### src/rtl/dchain_pkg.sv
package dchain_pkg;
  localparam int WORD_W   = 32;
  localparam int QW_WORDS = 4;
  localparam int QW_W     = WORD_W * QW_WORDS;
  localparam int IDX_W    = $clog2(QW_WORDS);
  localparam int QWC_W    = 16;
  localparam int ENA_BIT  = 8;
  localparam int IRQ_BIT  = 31;

  typedef enum logic [1:0] {PH_EVAL, PH_HDR, PH_DATA} phase_e;

  typedef struct packed {
    logic             irq;
    logic             fin;
    logic [1:0]       kind;
    logic [11:0]      misc;
    logic [QWC_W-1:0] qwc;
  } hdr_w0_t;
endpackage

### src/rtl/dchain_word_pack.sv
module dchain_word_pack
  import dchain_pkg::*;
(
  input  logic              clk_i,
  input  logic              rst_ni,
  input  logic              take_i,
  input  logic [IDX_W-1:0]  idx_i,
  input  logic [WORD_W-1:0] word_i,
  output logic [QW_W-1:0]   qw_o
);
  // last lane is the live head word; earlier lanes are held
  for (genvar g = 0; g < QW_WORDS - 1; g++) begin : g_lane
    logic [WORD_W-1:0] lane_q;
    always_ff @(posedge clk_i or negedge rst_ni) begin
      if (!rst_ni)                               lane_q <= '0;
      else if (take_i && idx_i == IDX_W'(g))     lane_q <= word_i;
    end
    assign qw_o[g*WORD_W +: WORD_W] = lane_q;
  end
  assign qw_o[(QW_WORDS-1)*WORD_W +: WORD_W] = word_i;
endmodule

### src/rtl/dchain_seq.sv
module dchain_seq
  import dchain_pkg::*;
#(
  parameter int CNT_W = 8
) (
  input  logic              clk_i,
  input  logic              rst_ni,
  input  logic              ctrl_wr_i,
  input  logic [WORD_W-1:0] ctrl_wdata_i,
  input  logic              stall_en_i,
  input  logic [CNT_W-1:0]  fifo_count_i,
  input  logic [QW_W-1:0]   qw_i,
  output logic              fifo_pop_o,
  output logic [IDX_W-1:0]  idx_o,
  output logic [WORD_W-1:0] ctrl_o,
  output logic              mem_we_o,
  output logic [WORD_W-1:0] mem_addr_o,
  output logic [QW_W-1:0]   mem_wdata_o,
  output logic [WORD_W-1:0] stall_addr_o,
  output logic              irq_o
);
  localparam logic [IDX_W-1:0] LAST_IDX = IDX_W'(QW_WORDS - 1);

  phase_e            ph_q;
  logic [IDX_W-1:0]  idx_q;
  logic [QWC_W-1:0]  qwc_q;
  logic [WORD_W-1:0] addr_q;
  logic [WORD_W-1:0] ctrl_q;
  logic              chain_q, fin_q;

  logic    enabled, room, stop_req, start_hdr, start_dat, last_word;
  hdr_w0_t hdr0;
  logic [WORD_W-1:0] hdr_addr;

  always_comb begin
    enabled   = ctrl_q[ENA_BIT];
    room      = fifo_count_i >= CNT_W'(QW_WORDS);
    stop_req  = (ph_q == PH_EVAL) && enabled && (qwc_q == '0) &&
                ((chain_q && ctrl_q[IRQ_BIT]) || fin_q);
    start_hdr = (ph_q == PH_EVAL) && enabled && (qwc_q == '0) && !stop_req && room;
    start_dat = (ph_q == PH_EVAL) && enabled && (qwc_q != '0) && room;
    last_word = (ph_q != PH_EVAL) && (idx_q == LAST_IDX);
    hdr0      = hdr_w0_t'(qw_i[WORD_W-1:0]);
    hdr_addr  = qw_i[2*WORD_W-1:WORD_W];
  end

  assign fifo_pop_o = (ph_q != PH_EVAL);
  assign idx_o      = idx_q;
  assign ctrl_o     = ctrl_q;

  always_ff @(posedge clk_i or negedge rst_ni) begin
    if (!rst_ni) begin
      ph_q         <= PH_EVAL;
      idx_q        <= '0;
      qwc_q        <= '0;
      addr_q       <= '0;
      ctrl_q       <= '0;
      chain_q      <= 1'b0;
      fin_q        <= 1'b0;
      mem_we_o     <= 1'b0;
      mem_addr_o   <= '0;
      mem_wdata_o  <= '0;
      stall_addr_o <= '0;
      irq_o        <= 1'b0;
    end else begin
      irq_o    <= stop_req;
      mem_we_o <= last_word && (ph_q == PH_DATA);

      if (ctrl_wr_i)                               ctrl_q <= ctrl_wdata_i;
      else if (stop_req)                           ctrl_q[ENA_BIT] <= 1'b0;
      else if (last_word && ph_q == PH_HDR)        ctrl_q[WORD_W-1:WORD_W/2] <= qw_i[WORD_W-1:WORD_W/2];

      if (stop_req) begin
        chain_q <= 1'b0;
        fin_q   <= 1'b0;
      end

      unique case (ph_q)
        PH_EVAL: begin
          idx_q <= '0;
          if (start_hdr)      ph_q <= PH_HDR;
          else if (start_dat) ph_q <= PH_DATA;
        end
        default: begin
          idx_q <= idx_q + IDX_W'(1);
          if (last_word) begin
            ph_q <= PH_EVAL;
            if (ph_q == PH_HDR) begin
              qwc_q   <= hdr0.qwc;
              addr_q  <= hdr_addr;
              chain_q <= 1'b1;
              fin_q   <= fin_q | hdr0.fin;
              if (stall_en_i && hdr0.kind == 2'b00)
                stall_addr_o <= hdr_addr + {{(WORD_W-QWC_W-4){1'b0}}, hdr0.qwc, 4'b0000};
            end else begin
              mem_wdata_o <= qw_i;
              mem_addr_o  <= addr_q;
              addr_q      <= addr_q + WORD_W'(16);
              qwc_q       <= qwc_q - QWC_W'(1);
            end
          end
        end
      endcase
    end
  end


  irq_pulse_chk: assert property (@(posedge clk_i) disable iff (!rst_ni)
    irq_o |=> !irq_o);

  irq_clears_en_chk: assert property (@(posedge clk_i) disable iff (!rst_ni)
    irq_o && !$past(ctrl_wr_i) |-> !ctrl_o[ENA_BIT]);

  pop_nonempty_chk: assert property (@(posedge clk_i) disable iff (!rst_ni)
    fifo_pop_o |-> fifo_count_i != '0);

  we_gap_chk: assert property (@(posedge clk_i) disable iff (!rst_ni)
    mem_we_o |-> !fifo_pop_o);

  stop_first_chk: assert property (@(posedge clk_i) disable iff (!rst_ni)
    (ph_q == PH_EVAL && enabled && qwc_q == '0 && chain_q && ctrl_q[IRQ_BIT] && !ctrl_wr_i)
    |=> irq_o && !fifo_pop_o);

  idle_chk: assert property (@(posedge clk_i) disable iff (!rst_ni)
    (!ctrl_o[ENA_BIT] && ph_q == PH_EVAL) |=> !fifo_pop_o);
endmodule

### src/rtl/dchain_rx.sv
module dchain_rx
  import dchain_pkg::*;
#(
  parameter int CNT_W = 8
) (
  input  logic              clk_i,
  input  logic              rst_ni,
  input  logic              ctrl_wr_i,
  input  logic [31:0]       ctrl_wdata_i,
  output logic [31:0]       ctrl_o,
  input  logic              stall_en_i,
  input  logic [31:0]       fifo_rdata_i,
  input  logic [CNT_W-1:0]  fifo_count_i,
  output logic              fifo_pop_o,
  output logic              mem_we_o,
  output logic [31:0]       mem_addr_o,
  output logic [127:0]      mem_wdata_o,
  output logic [31:0]       stall_addr_o,
  output logic              irq_o
);
  logic [IDX_W-1:0] idx;
  logic [QW_W-1:0]  qw;

  dchain_word_pack u_pack (
    .clk_i  (clk_i),
    .rst_ni (rst_ni),
    .take_i (fifo_pop_o),
    .idx_i  (idx),
    .word_i (fifo_rdata_i),
    .qw_o   (qw)
  );

  dchain_seq #(.CNT_W(CNT_W)) u_seq (
    .clk_i        (clk_i),
    .rst_ni       (rst_ni),
    .ctrl_wr_i    (ctrl_wr_i),
    .ctrl_wdata_i (ctrl_wdata_i),
    .stall_en_i   (stall_en_i),
    .fifo_count_i (fifo_count_i),
    .qw_i         (qw),
    .fifo_pop_o   (fifo_pop_o),
    .idx_o        (idx),
    .ctrl_o       (ctrl_o),
    .mem_we_o     (mem_we_o),
    .mem_addr_o   (mem_addr_o),
    .mem_wdata_o  (mem_wdata_o),
    .stall_addr_o (stall_addr_o),
    .irq_o        (irq_o)
  );
endmodule

### config.mk
export PLATFORM = sky130hd
export DESIGN_NAME = dchain_rx
export DESIGN_NICKNAME = d
export VERILOG_FILES = /design/src/rtl/dchain_pkg.sv /design/src/rtl/dchain_word_pack.sv /design/src/rtl/dchain_seq.sv /design/src/rtl/dchain_rx.sv
export SDC_FILE = /design/constraint.sdc
export NUM_CORES = 1
export LEC_CHECK = 0
export ABC_CLOCK_PERIOD_IN_PS = 7650
export BUFFER_PORTS_ARGS = -buffer_cell sky130_fd_sc_hd__buf_2
export CAP_MARGIN = 20
export CORE_MARGIN = 4
export CORE_UTILIZATION = 41
export DETAILED_ROUTE_END_ITERATION = 10
export PLACE_DENSITY = 0.65
export SYNTH_ARGS = -nofsm -noshare
export SYNTH_HDL_FRONTEND = slang
export SYNTH_HIERARCHICAL = 1
export SYNTH_SLANG_ARGS = --single-unit
### constraint.sdc
create_clock -name clk_i -period 7.65 [get_ports clk_i]
set_input_delay 0.765 -clock clk_i [delete_from_list [all_inputs] [get_ports clk_i]]
set_output_delay 0.765 -clock clk_i [all_outputs]
set_load 0.01 [all_outputs]
==> metrics.cfg, run 1 <==
[sta]
hold_violations = 0
period_share = 0.377
setup_viol = 0
slew_headroom = 0.261
setup-tns-final_ns = 0
finalWorstPathRequiredPeriod_ns = 2.88
slew_violations = 0
tightest_slew_ns = 1.11
fmax_mhz = 347
rsz0062_at_grt = false
fin_worst_skew_ns = 0.0142

[critical_path]
slowest_delay_ns = 0.45
critical_path_arrival_ns = 3.30
worstSetupStartpointType = flop
setup.reg_to_reg.worst_slack_ns = 4.77
worstSetupEndpoint = u_seq/stall_addr_o[22]
critPathBufInv = 0
crit_path_end_kind = flop
path_max_fanout = 4
cp_cell_sequence = ha_1 -> fa_1 -> a21o_1 -> a311o_1 -> a31o_2 -> a31oi_1 -> o22ai_1 -> xnor2_1 -> o21ai_1
path_class = reg -> reg
crit_required_ns = 8.07
cp.depth = 9
crit_slowest_cell = dfrtp_1
worstReg2RegStart = u_pack/g_lane[0].lane_q[0]
cp_top_family = compound AO/OA/AOI/OAI gates
timing.rr.end = u_seq/stall_addr_o[22]
reg2reg_depth = 9
critPathLaunch = u_pack/g_lane[0].lane_q[0]

[global_route]
grt_max_degree = 164
track_usage = 0.202
grt_pass1_wl_mm = 69.8
overflow = 0
antenna_found_initial = 1
grt_pass1_vias = 11800

[power]
ir_drop_mv = 0.220
power_w = 0.00833
p_per_area_nw_per_um2 = 426
p_leak_nw = 9.11

[detailed_routing]
drt_pass1_iterations = 5
num_vias = 11600
route.detailed.drc = 0
highest-signal-layer = met5
ant_nets = 0
wl_met1_mm = 19.2
via_per_inst = 5.33
wl_met2_mm = 21.1
routed_wl_mm = 45.0
routed-wl-met3_mm = 3.31
wl_per_cell_um = 20.7
drtIter0Drc = 653

[synthesis]
synthSimpleGateAreaFrac = 0.0811
synth_compound_area_frac = 0.0887
synth_xor_area_frac = 0.0127
synth_cells = 1373
yosysTopAreaCellShare = 0.569
synth_edf_count = 0
synth_top_area_cell = dfrtp_1
synth_flop_cell = dfrtp_1
muxShareOfSynthArea = 0.192
syn_area_per_cell_um2 = 12.0
syn-cell-area_um2 = 16500
syn_nets = 1470
synth_seq_area_share = 0.569
yosys-top-cells-area = dfrtp_1 (57%), mux2_2 (18%), nand2_1 (3.0%), o21ai_0 (2.4%), a21oi_1 (2.3%)
async_reset_ff_frac = 1.00
ys_types = 66
yosysWarnings = 6
synth_adder_area_share = 0.0163
ys_ff_latch = 376
synth_top_family_by_area = multiplexers

[clock_network]
cts_max_level = 2
cts_sinks = 376
hold_buffers = 0
cts_setup_buffers = 0
ctsResizeCount = 0
clock_latency_ns = 0.55
clock_path_buffers = 3
cts_buffers = 41
cts_tree = yes
path_clk_slew_ns = 0.06
root_buffer = clkbuf_16

[placement]
dp_hpwl_mm = 31.6
finalWeightedCongestion = 0.880
io_buffer_count = 300
dp_cells = 2101

[final_layout]
fillers = 3660
instances_no_fill = 2175
area_growth_pct = 18.1
drive_gt1_frac = 0.402
final_nets = 1716

[floorplanning]
io_pins = 303
rows = 73
fp.coreArea_um2 = 39800
initial_utilization = 0.415
die_area_um2 = 43600
die_h_um = 209
die_w_um = 209

[job]
maxCapViolCount = 0

[worst_hold_path]
hp-class = in -> async

[run_status]
outcome = finished clean

[registers in the layout, indices dropped and copies added, names as in the netlist]
register / cells
u_seq/mem_addr_o: 32
u_seq/stall_addr_o: 32
u_seq/ph_q: 2
u_seq/fin_q: 1
u_seq/chain_q: 1
u_seq/mem_wdata_o: 128
u_pack/g_lane.lane_q: 96
u_seq/mem_we_o: 1
u_seq/qwc_q: 16
u_seq/ctrl_o: 32
u_seq/idx_o: 2
u_seq/addr_q: 32
u_seq/irq_o: 1
[cell usage in the layout, fill, tap and decap left out, types with 4 or more instances in the layout]
cell and instances:
clkbuf_8 8, xnor2_1 12, nand4_1 11, a21o_1 9, ha_1 20, inv_1 15, dfrtp_1 376, nand3_1 30
or3_1 4, nor2_1 50, clkbuf_16 41, o21ai_0 78, buf_2 299, o22ai_1 23, and3_1 11, nand2b_1 4
nand2_1 131, o21ai_1 29, clkinv_2 10, a211oi_1 4, o21a_1 5, clkbuf_1 6, nor2b_1 7, mux2i_1 16
xor2_1 12, a31oi_1 9, nor4_1 4, mux2_2 265, a21oi_1 75, buf_4 12, nor3_1 12
[metal layers]
metal | vias to the layer above | GRT usage
li1 | 5349 | -
met1 | 5799 | 0.270
met2 | 356 | 0.323
met3 | 78 | 0.0554
met4 | 2 | 0.0680
met5 | - | 0
[cell families after synthesis]
| family | Yosys count |
|---|---|
| DFF | 376 |
| buffers and inverters | 126 |
| AOI/OAI and AO/OA | 258 |
| xor gates and xnor gates | 24 |
| and+or+nand+nor | 285 |
| muxes | 283 |
| adders and majority gates | 21 |
[synth_stat cells (20+ instances only)]
cell,n
a21oi_1,75
buf_4,34
clkbuf_1,60
dfrtp_1,376
ha_1,20
mux2_2,265
nand2_1,132
nand3_1,30
nor2_1,50
o21ai_0,78
o21ai_1,29
o22ai_1,23
[per-stage QoR]
stage | hold slack [ns] | util | setup WS (ns) | instance area, um2
2_1_floorplan | 0.442 | - | 5.19 | 16500
3_3_place_gp | 0.460 | 0.457 | 4.79 | 18200
3_5_place_dp | 0.466 | 0.457 | 4.79 | 18200
4_1_cts | 0.224 | 0.490 | 4.76 | 19500
5_1_grt | 0.263 | 0.490 | 4.60 | 19500
6_report | 0.228 | 0.490 | 4.77 | 19500
[area by class of cell]
type / instances / area [um2] / share of cell area
Sequential cell: 376 / 9410 / 0.482
Multi-Input combinational cell: 871 / 6460 / 0.331
Timing Repair Buffer: 313 / 1620 / 0.0830
Clock buffer: 55 / 1160 / 0.0593
Tap cell: 525 / 657 / 0.0336
Clock inverter: 17 / 151 / 0.00775
Inverter: 16 / 60.1 / 0.00308
Antenna cell: 2 / 5.00 / 0.000256
[power breakdown]
part | internal [W] | total, W | switching (W) | leakage [nW]
clock | 0.00113 | 0.00193 | 0.000802 | 0.651
combinational | 0.00143 | 0.00303 | 0.00160 | 3.89
sequential | 0.00270 | 0.00336 | 0.000656 | 4.58
total | 0.00527 | 0.00833 | 0.00306 | 9.11
[worst min-delay path by stage]
stage,startpoint,to,slack [ns]
floorplan,u_seq/qwc_q[10],u_seq/qwc_q[10],0.44
finish,rst_ni,u_seq/mem_wdata_o[73],0.23
global route,rst_ni,u_seq/mem_wdata_o[73],0.26
CTS,rst_ni,u_seq/mem_wdata_o[73],0.22
global placement,u_seq/mem_addr_o[15],u_seq/mem_addr_o[15],0.46
detailed placement,u_seq/stall_addr_o[5],u_seq/stall_addr_o[5],0.47
[worst register-to-register path: cells and delay by family (launching register included)]
kind / cells / cell delay [ns]
AO/OA/AOI/OAI: 6 / 1.35
XOR/XNOR: 1 / 0.29
flip-flops: 1 / 0.45
adder cells (fa/ha/maj): 2 / 0.67
Note: power is estimated with default switching activity, not from simulation.
==> run 2, diff against run 1 <==
ABC_AREA = 1   (was not set)
ABC_CLOCK_PERIOD_IN_PS = 3000   (was 7650)
PLACE_DENSITY = 0.64   (was 0.65)
clock period = 3 ns   (was 7.65 ns; I/O delays follow)
==> run 2 against run 1 <==
Against the previous run:
- sequential share of layout area shrank 4.2 points
- combinational power grew to 2.6 times the previous value
- count of clock-buffer cells in the layout grew 7
- final cell count grew 44%
- first-iteration DRC count grew 74%
- sequential power grew 150%
- global-route usage grew 3.9 points
- synthesized area grew 7.9%
- clock skew grew 0.0097 ns
- utilization grew 0.67 points
==> metrics.cfg, run 2 <==
[clock_network]
cts_setup_buffers = 0  ; unchanged
cts_tree = yes  ; unchanged
path_clk_slew_ns = 0.06  ; about the same
cts_buffers = 43  ; was 41
clock_latency_ns = 0.57  ; was 0.55 ns
clock_path_buffers = 3  ; unchanged
cts_sinks = 376  ; unchanged
root_buffer = clkbuf_16  ; unchanged
cts_max_level = 2  ; unchanged

[synthesis]
yosysTopAreaCellShare = 0.527  ; was 0.569
yosys-top-cells-area = dfrtp_1 (53%), nand2_1 (20%), inv_1 (3.7%), o21ai_0 (3.6%), nand3_1 (3.5%)  ; was dfrtp_1 (57%), mux2_2 (18%), nand2_1 (3.0%), o21ai_0 (2.4%), a21oi_1 (2.3%)
muxShareOfSynthArea = 0  ; was 0.192
synth_cells = 2233  ; was 1373
synth_top_family_by_area = simple AND/OR/NAND/NOR gates  ; was multiplexers
synth_commonest_cells = nand2_1 (956), dfrtp_1 (376), inv_1 (175)  ; was dfrtp_1 (376), mux2_2 (265), nand2_1 (132)
synth_top_area_cell = dfrtp_1  ; unchanged
synth_edf_count = 0  ; unchanged
yosysWarnings = 6  ; unchanged
synth_xor_area_frac = 0.00442  ; was 0.0127
synth_compound_area_frac = 0.0686  ; was 0.0887
synth_seq_area_share = 0.527  ; was 0.569
async_reset_ff_frac = 1.00  ; unchanged
synth.most_common_cell = nand2_1  ; was dfrtp_1
synthSimpleGateAreaFrac = 0.299  ; was 0.0811
synth_flop_cell = dfrtp_1  ; unchanged
syn-cell-area_um2 = 17800  ; was 16500 um2
ys_types = 41  ; was 66
syn_area_per_cell_um2 = 7.99  ; was 12.0 um2
ys_ff_latch = 376  ; unchanged
syn_nets = 2330  ; was 1470
synth_adder_area_share = 0.0151  ; was 0.0163

[critical_path]
path_max_fanout = 38  ; was 4
critPathLaunch = u_seq/ph_q[1]  ; was u_pack/g_lane[0].lane_q[0]
reg2reg_depth = 7  ; was 9
worstSetupStartpointType = flop  ; unchanged
timing.rr.end = u_seq/mem_wdata_o[34]  ; was u_seq/stall_addr_o[22]
crit_required_ns = 2.70  ; was 8.07 ns
critPathBufInv = 3  ; was 0
crit_path_end_kind = output pin  ; was flop
cp_top_family = buffers and inverters  ; was compound AO/OA/AOI/OAI gates
worstReg2RegStart = u_seq/ph_q[1]  ; was u_pack/g_lane[0].lane_q[0]
path_class = reg -> out  ; was reg -> reg
critical_path_arrival_ns = 2.43  ; was 3.30 ns
slowest_delay_ns = 0.54  ; was 0.45 ns
crit_slowest_cell = dfrtp_1  ; unchanged
cp_cell_sequence = nor2_4 -> clkinv_2 -> buf_4 -> buf_2  ; was ha_1 -> fa_1 -> a21o_1 -> a311o_1 -> a31o_2 -> a31oi_1 -> o22ai_1 -> xnor2_1 -> o21ai_1
setup.reg_to_reg.worst_slack_ns = 0.59  ; was 4.77 ns

[global_route]
grt_pass1_wl_mm = 90.1  ; was 69.8 mm
grt_pass1_vias = 15900  ; was 11800
antenna_found_initial = 0  ; was 1
track_usage = 0.242  ; was 0.202
overflow = 0  ; unchanged
grt_max_degree = 74  ; was 164

[floorplanning]
io_pins = 303  ; unchanged
rows = 76  ; was 73
die_h_um = 217  ; was 209 um
die_w_um = 217  ; was 209 um
die_area_um2 = 46900  ; was 43600 um2
fp.coreArea_um2 = 43100  ; was 39800 um2
initial_utilization = 0.414  ; was 0.415

[sta]
slew_headroom = 0.522  ; was 0.261
period_share = 0.911
setup-tns-final_ns = 0  ; unchanged
rsz0062_at_grt = false  ; unchanged
finalWorstPathRequiredPeriod_ns = 2.73
fmax_mhz = 366
tightest_slew_ns = 0.716  ; was 1.11 ns
slew_violations = 0  ; unchanged
fin_worst_skew_ns = 0.0240  ; was 0.0142 ns
setup_viol = 0  ; unchanged
hold_violations = 0  ; unchanged

[job]
maxCapViolCount = 0  ; unchanged

[power]
p_per_area_nw_per_um2 = 1020  ; was 426 nW/um2
ir_drop_mv = 0.507  ; was 0.220 mV
p_leak_nw = 11.5  ; was 9.11 nW

[final_layout]
layout_commonest_cell = nand2_1  ; was dfrtp_1
regMostFlops = u_seq/mem_wdata_o  ; unchanged
area_growth_pct = 20.0  ; was 18.1%
drive_gt1_frac = 0.167  ; was 0.402
top_regs = u_seq/mem_wdata_o x128, u_pack/g_lane.lane_q x96  ; unchanged
instances_no_fill = 3125  ; was 2175
final_nets = 2605  ; was 1716
fin_util = 0.497  ; was 0.490
largest_reg_flops = 128  ; unchanged
final_cell_mix = nand2_1 (956), dfrtp_1 (376), buf_2 (299)  ; was dfrtp_1 (376), buf_2 (299), mux2_2 (265)

[worst_hold_path]
holdCritStartpoint = ctrl_wdata_i[30]
hp-class = in -> reg  ; was in -> async
holdPathStages = 2
holdPathEnd = u_seq/ctrl_o[30]

[detailed_routing]
drtIter0Drc = 1133  ; was 653
wl_met2_mm = 27.0  ; was 21.1 mm
highest-signal-layer = met4  ; was met5
drt_pass1_iterations = 5  ; unchanged
via_per_inst = 5.08  ; was 5.33
ant_nets = 0  ; unchanged
routed-wl-met3_mm = 3.98  ; was 3.31 mm
routed_wl_mm = 57.0  ; was 45.0 mm
route.detailed.drc = 0  ; unchanged
wl_met1_mm = 24.7  ; was 19.2 mm
num_vias = 15900  ; was 11600
wl_per_cell_um = 18.2  ; was 20.7 um

[run_status]
outcome = finished clean  ; unchanged

[placement]
finalWeightedCongestion = 0.893  ; was 0.880
dp_hpwl_mm = 41.1  ; was 31.6 mm
dp_cells = 3007  ; was 2101
io_buffer_count = 300  ; unchanged

==> run 2: worst max path at each step <==
| stage | slack (ns) | to | cells after the start |
|---|---|---|---|
| final | 0.27 | fifo_pop_o | 4 |
| after CTS | 0.25 | fifo_pop_o | 4 |
| after floorplan | 1.16 | u_seq/stall_addr_o[12] | 9 |
| after detailed placement | 0.57 | u_seq/mem_wdata_o[34] | 7 |
| after global placement | 0.63 | u_seq/mem_wdata_o[35] | 7 |
| after global routing | 0.11 | fifo_pop_o | 4 |
==> run 2: cell families after synthesis <==
| logic type | Yosys count |
|---|---|
| simple gates | 1282 |
| flops | 376 |
| buf+inv | 320 |
| compound gates | 225 |
| fa+ha+maj | 21 |
| xor+xnor | 9 |
==> run 2: final cells by class <==
cell class | count | area (um2)
fill | 4180 | 21700
sequential | 376 | 9410
multi-input combinational | 1537 | 6900
timing repair buffer | 366 | 2170
clock buffer | 62 | 1240
tap | 585 | 732
inverter | 184 | 702
clock inverter | 14 | 253
antenna | 1 | 2.50
==> run 2: layer usage <==
layer,track usage,vias up
li1,-,7642
met1,0.320,7713
met5,0,-
met4,0.0572,0
met2,0.403,441
met3,0.0606,78
==> run 2: what timing repair did <==
item                                   CTS  global route
endpoints found under the hold margin   90             0
hold buffers                            41             0
gates resized for setup                  0             0
==> run 2: stage by stage <==
stage / total power, W / hold slack [ns] / cell area (um2) / setup WS (ns)
3_3_place_gp: 0.0162 / 0.267 / 19500 / 0.631
5_1_grt: 0.0235 / 0.0150 / 21400 / 0.113
3_5_place_dp: 0.0164 / 0.271 / 19500 / 0.565
6_report: 0.0219 / 0.0261 / 21400 / 0.268
2_1_floorplan: 0.0132 / 0.00441 / 17800 / 1.16
4_1_cts: 0.0221 / 0.000309 / 21400 / 0.254
==> run 2: power by group <==
| part | switching [W] | leakage (nW) | internal, W |
|---|---|---|---|
| clock network | 0.00214 | 0.726 | 0.00339 |
| registers | 0.00151 | 4.71 | 0.00685 |
| logic | 0.00539 | 6.05 | 0.00259 |
| total | 0.00904 | 11.5 | 0.0128 |
==> run 3, diff against run 2 <==
PLACE_DENSITY = 0.65   (was 0.64)
SYNTH_HIERARCHICAL = not set   (was 1)
==> run 3 against run 2 <==
Against the previous run:
- critical endpoint is now u_seq.stall_addr_o[9]
- via count decreased by 7.5%
- synthesized area decreased by 5.4%
- clock power decreased by 6.7%
==> metrics.cfg, run 3 <==
[run_status]
outcome = finished clean  ; unchanged

[critical_path]
crit_slowest_cell = dfrtp_1  ; unchanged
worstReg2RegStart = u_seq.ph_q[1]  ; was u_seq/ph_q[1]
timing.rr.end = u_seq.stall_addr_o[9]  ; was u_seq/mem_wdata_o[34]
critPathBufInv = 2  ; was 3
setup.reg_to_reg.worst_slack_ns = 0.78  ; was 0.59 ns
cp.depth = 6  ; was 4
worstSetupStartpointType = flop  ; unchanged
crit_required_ns = 3.42  ; was 2.70 ns
path_class = reg -> reg  ; was reg -> out
critPathLaunch = u_seq.ph_q[1]  ; was u_seq/ph_q[1]
reg2reg_depth = 6  ; was 7
path_max_fanout = 44  ; was 38
critical_path_arrival_ns = 2.65  ; was 2.43 ns
cp_top_family = flip-flops  ; was buffers and inverters
cp_cell_sequence = nor2_4 -> nand2_1 -> inv_2 -> nand4_4 -> buf_4 -> o21ai_0  ; was nor2_4 -> clkinv_2 -> buf_4 -> buf_2
crit_path_end_kind = flop  ; was output pin
worstSetupEndpoint = u_seq.stall_addr_o[9]  ; was fifo_pop_o
slowest_delay_ns = 0.66  ; was 0.54 ns

[power]
p_per_area_nw_per_um2 = 999  ; was 1020 nW/um2
ir_drop_mv = 0.634  ; was 0.507 mV
p_leak_nw = 11.0  ; was 11.5 nW
p_switching_w = 0.00826  ; was 0.00904 W
switching_share = 0.402  ; was 0.413
p_int_w = 0.0123  ; was 0.0128 W
seqPwrFrac = 0.399  ; was 0.382
combPwrFrac = 0.350  ; was 0.365
pwr-share-clk = 0.251  ; was 0.253

[detailed_routing]
route.detailed.drc = 0  ; unchanged
drt_pass1_iterations = 6  ; was 5
routed_wl_mm = 51.7  ; was 57.0 mm
drtIter0Drc = 1282  ; was 1133
wl_per_cell_um = 17.6  ; was 18.2 um
via_per_inst = 5.00  ; was 5.08
num_vias = 14700  ; was 15900
ant_nets = 0  ; unchanged

[synthesis]
ys_types = 33  ; was 41
synth_edf_count = 0  ; unchanged
ys_ff_latch = 376  ; unchanged
async_reset_ff_frac = 1.00  ; unchanged
syn_area_per_cell_um2 = 8.15  ; was 7.99 um2
synth.most_common_cell = nand2_1  ; unchanged
yosysTopAreaCellShare = 0.557  ; was 0.527
yosysWarnings = 0  ; was 6
synth_top_area_cell = dfrtp_1  ; unchanged
synth_seq_area_share = 0.557  ; was 0.527
synth_cells = 2072  ; was 2233
synth_commonest_cells = nand2_1 (782), dfrtp_1 (376), o21ai_0 (264)  ; was nand2_1 (956), dfrtp_1 (376), inv_1 (175)
yosys-top-cells-area = dfrtp_1 (56%), nand2_1 (17%), o21ai_0 (7.8%), inv_1 (4.5%), nand3_1 (2.5%)  ; was dfrtp_1 (53%), nand2_1 (20%), inv_1 (3.7%), o21ai_0 (3.6%), nand3_1 (3.5%)
syn-cell-area_um2 = 16900  ; was 17800 um2
synth_flop_cell = dfrtp_1  ; unchanged
syn_nets = 2172  ; was 2330

[final_layout]
final_cell_area_um2 = 20600  ; was 21400 um2
layout_commonest_cell = nand2_1  ; unchanged
largest_reg_flops = 128  ; unchanged
regMostFlops = u_seq.mem_wdata_o  ; was u_seq/mem_wdata_o
drive_gt1_frac = 0.167  ; about the same
final_cell_mix = nand2_1 (778), dfrtp_1 (376), buf_2 (299)  ; was nand2_1 (956), dfrtp_1 (376), buf_2 (299)
final_nets = 2478  ; was 2605
diodes = 0  ; was 1
top_regs = u_seq.mem_wdata_o x128, u_pack.g_lane.lane_q x96  ; was u_seq/mem_wdata_o x128, u_pack/g_lane.lane_q x96
area_growth_pct = 22.0  ; was 20.0%

[global_route]
grt_max_degree = 136  ; was 74
grt_pass1_wl_mm = 82.4  ; was 90.1 mm
antenna_found_initial = 2  ; was 0
overflow = 0  ; unchanged
track_usage = 0.234  ; was 0.242
grt_pass1_vias = 14400  ; was 15900

[sta]
setup-tns-final_ns = 0  ; unchanged
fin_worst_skew_ns = 0.0155  ; was 0.0240 ns
finalWorstPathRequiredPeriod_ns = 2.22  ; was 2.73 ns
setup_viol = 0  ; unchanged
slew_headroom = 0.292  ; was 0.522
hold_violations = 0  ; unchanged
fmax_mhz = 450  ; was 366 MHz
period_share = 0.740  ; was 0.911
slew_violations = 0  ; unchanged
tightest_slew_ns = 1.06  ; was 0.716 ns
final.setup.worst_slack_ns = 0.779  ; was 0.268 ns
rsz0062_at_grt = false  ; unchanged

[clock_network]
clock_path_buffers = 3  ; unchanged
root_buffer = clkbuf_16  ; unchanged
cts_max_level = 2  ; unchanged
clock_latency_ns = 0.57  ; about the same
path_clk_slew_ns = 0.07  ; was 0.06 ns
cts_sinks = 376  ; unchanged
cts_tree = yes  ; unchanged
cts_buffers = 41  ; was 43
cts_setup_buffers = 0  ; unchanged

[placement]
io_buffer_count = 300  ; unchanged
dpl_cell_area_um2 = 18900  ; was 19500 um2
finalWeightedCongestion = 0.921  ; was 0.893
place_ws_ns = 0.754  ; was 0.565 ns
dp_hpwl_mm = 37.6  ; was 41.1 mm

[floorplanning]
io_pins = 303  ; unchanged
rows = 74  ; was 76
die_area_um2 = 44500  ; was 46900 um2
die_w_um = 211  ; was 217 um
initial_utilization = 0.414  ; about the same
fp.coreArea_um2 = 40700  ; was 43100 um2
die_h_um = 211  ; was 217 um

[job]
maxCapViolCount = 0  ; unchanged

[worst_hold_path]
hp-class = in -> reg  ; unchanged
holdPathStages = 3  ; was 2

run 3: changes by cell type after synthesis, sizes merged, moves of 23 or more:
cell	delta
nand3	-40
nand2	-178
inv	+23
nand4	-71
o21ai	+138
clkbuf	+26
buf	-79
run 3: power groups by stage:
stage | combinational (W) | sequential (W) | clock (W)
after floorplan | 0.00411 | 0.00825 | 0
after CTS | 0.00724 | 0.00819 | 0.00527
after global placement | 0.00704 | 0.00818 | 0
after detailed placement | 0.00718 | 0.00824 | 0
final | 0.00720 | 0.00820 | 0.00516
after global routing | 0.00819 | 0.00841 | 0.00549
run 3: kinds of logic (layout without fill, tap and decap cells):
family / Yosys count / after routing / share of synthesized area
compound gates: 358 / 358 / 0.110
flops: 376 / 376 / 0.557
buf+inv: 290 / 624 / 0.0668
xor+xnor: 23 / 23 / 0.0119
fa+ha+maj: 24 / 24 / 0.0182
simple gates: 1001 / 1001 / 0.236
run 3: metal layers:
| layer | vias to the layer above | GRT usage | wire length, um |
|---|---|---|---|
| li1 | 7163 | - | - |
| met1 | 7009 | 0.326 | 22900 |
| met2 | 428 | 0.378 | 24200 |
| met3 | 76 | 0.0495 | 3380 |
| met4 | 2 | 0.0563 | 1200 |
| met5 | - | 0 | 13 |
run 3: worst register-to-register path: stages (launching register included):
cell     delay (ns)
dfrtp_1        0.66
nor2_4         0.09
nand2_1        0.43
inv_2          0.15
nand4_4        0.12
buf_4          0.43
o21ai_0        0.20
run 3: metrics by stage:
stage / power [W] / instances / hold slack (ns) / util
global placement: 0.0152 / 2836 / 0.262 / 0.464
global route: 0.0221 / 2938 / 0.00849 / 0.505
CTS: 0.0207 / 2937 / 0.00495 / 0.505
detailed placement: 0.0154 / 2836 / 0.263 / 0.464
finish: 0.0206 / 2938 / 0.0403 / 0.505
floorplan: 0.0124 / 2072 / 0.00441 / -
run 3: final cells by class:
type,count,area (um2)
clock buffer,55,1180
clock inverter,16,184
fill,3935,20100
inverter,207,777
multi-input combinational,1406,6360
sequential,376,9410
tap,532,666
timing repair buffer,346,2020
run 3: what timing repair did:
| item | in CTS | in global routing |
|---|---|---|
| gates resized for setup | 0 | 0 |
| hold endpoints to repair | 78 | 0 |
| hold buffers | 30 | 0 |
run 3: worst min path at each step:
stage,slack (ns),start,endpoint
CTS,0.005,ctrl_wdata_i[20],u_seq.ctrl_o[20]
global route,0.008,ctrl_wdata_i[24],u_seq.ctrl_o[24]
detailed placement,0.26,rst_ni,u_seq.mem_addr_o[1]
global placement,0.26,rst_ni,u_seq.mem_wdata_o[0]
floorplan,0.004,rst_ni,u_pack.g_lane[0].lane_q[0]
finish,0.04,ctrl_wdata_i[20],u_seq.ctrl_o[20]
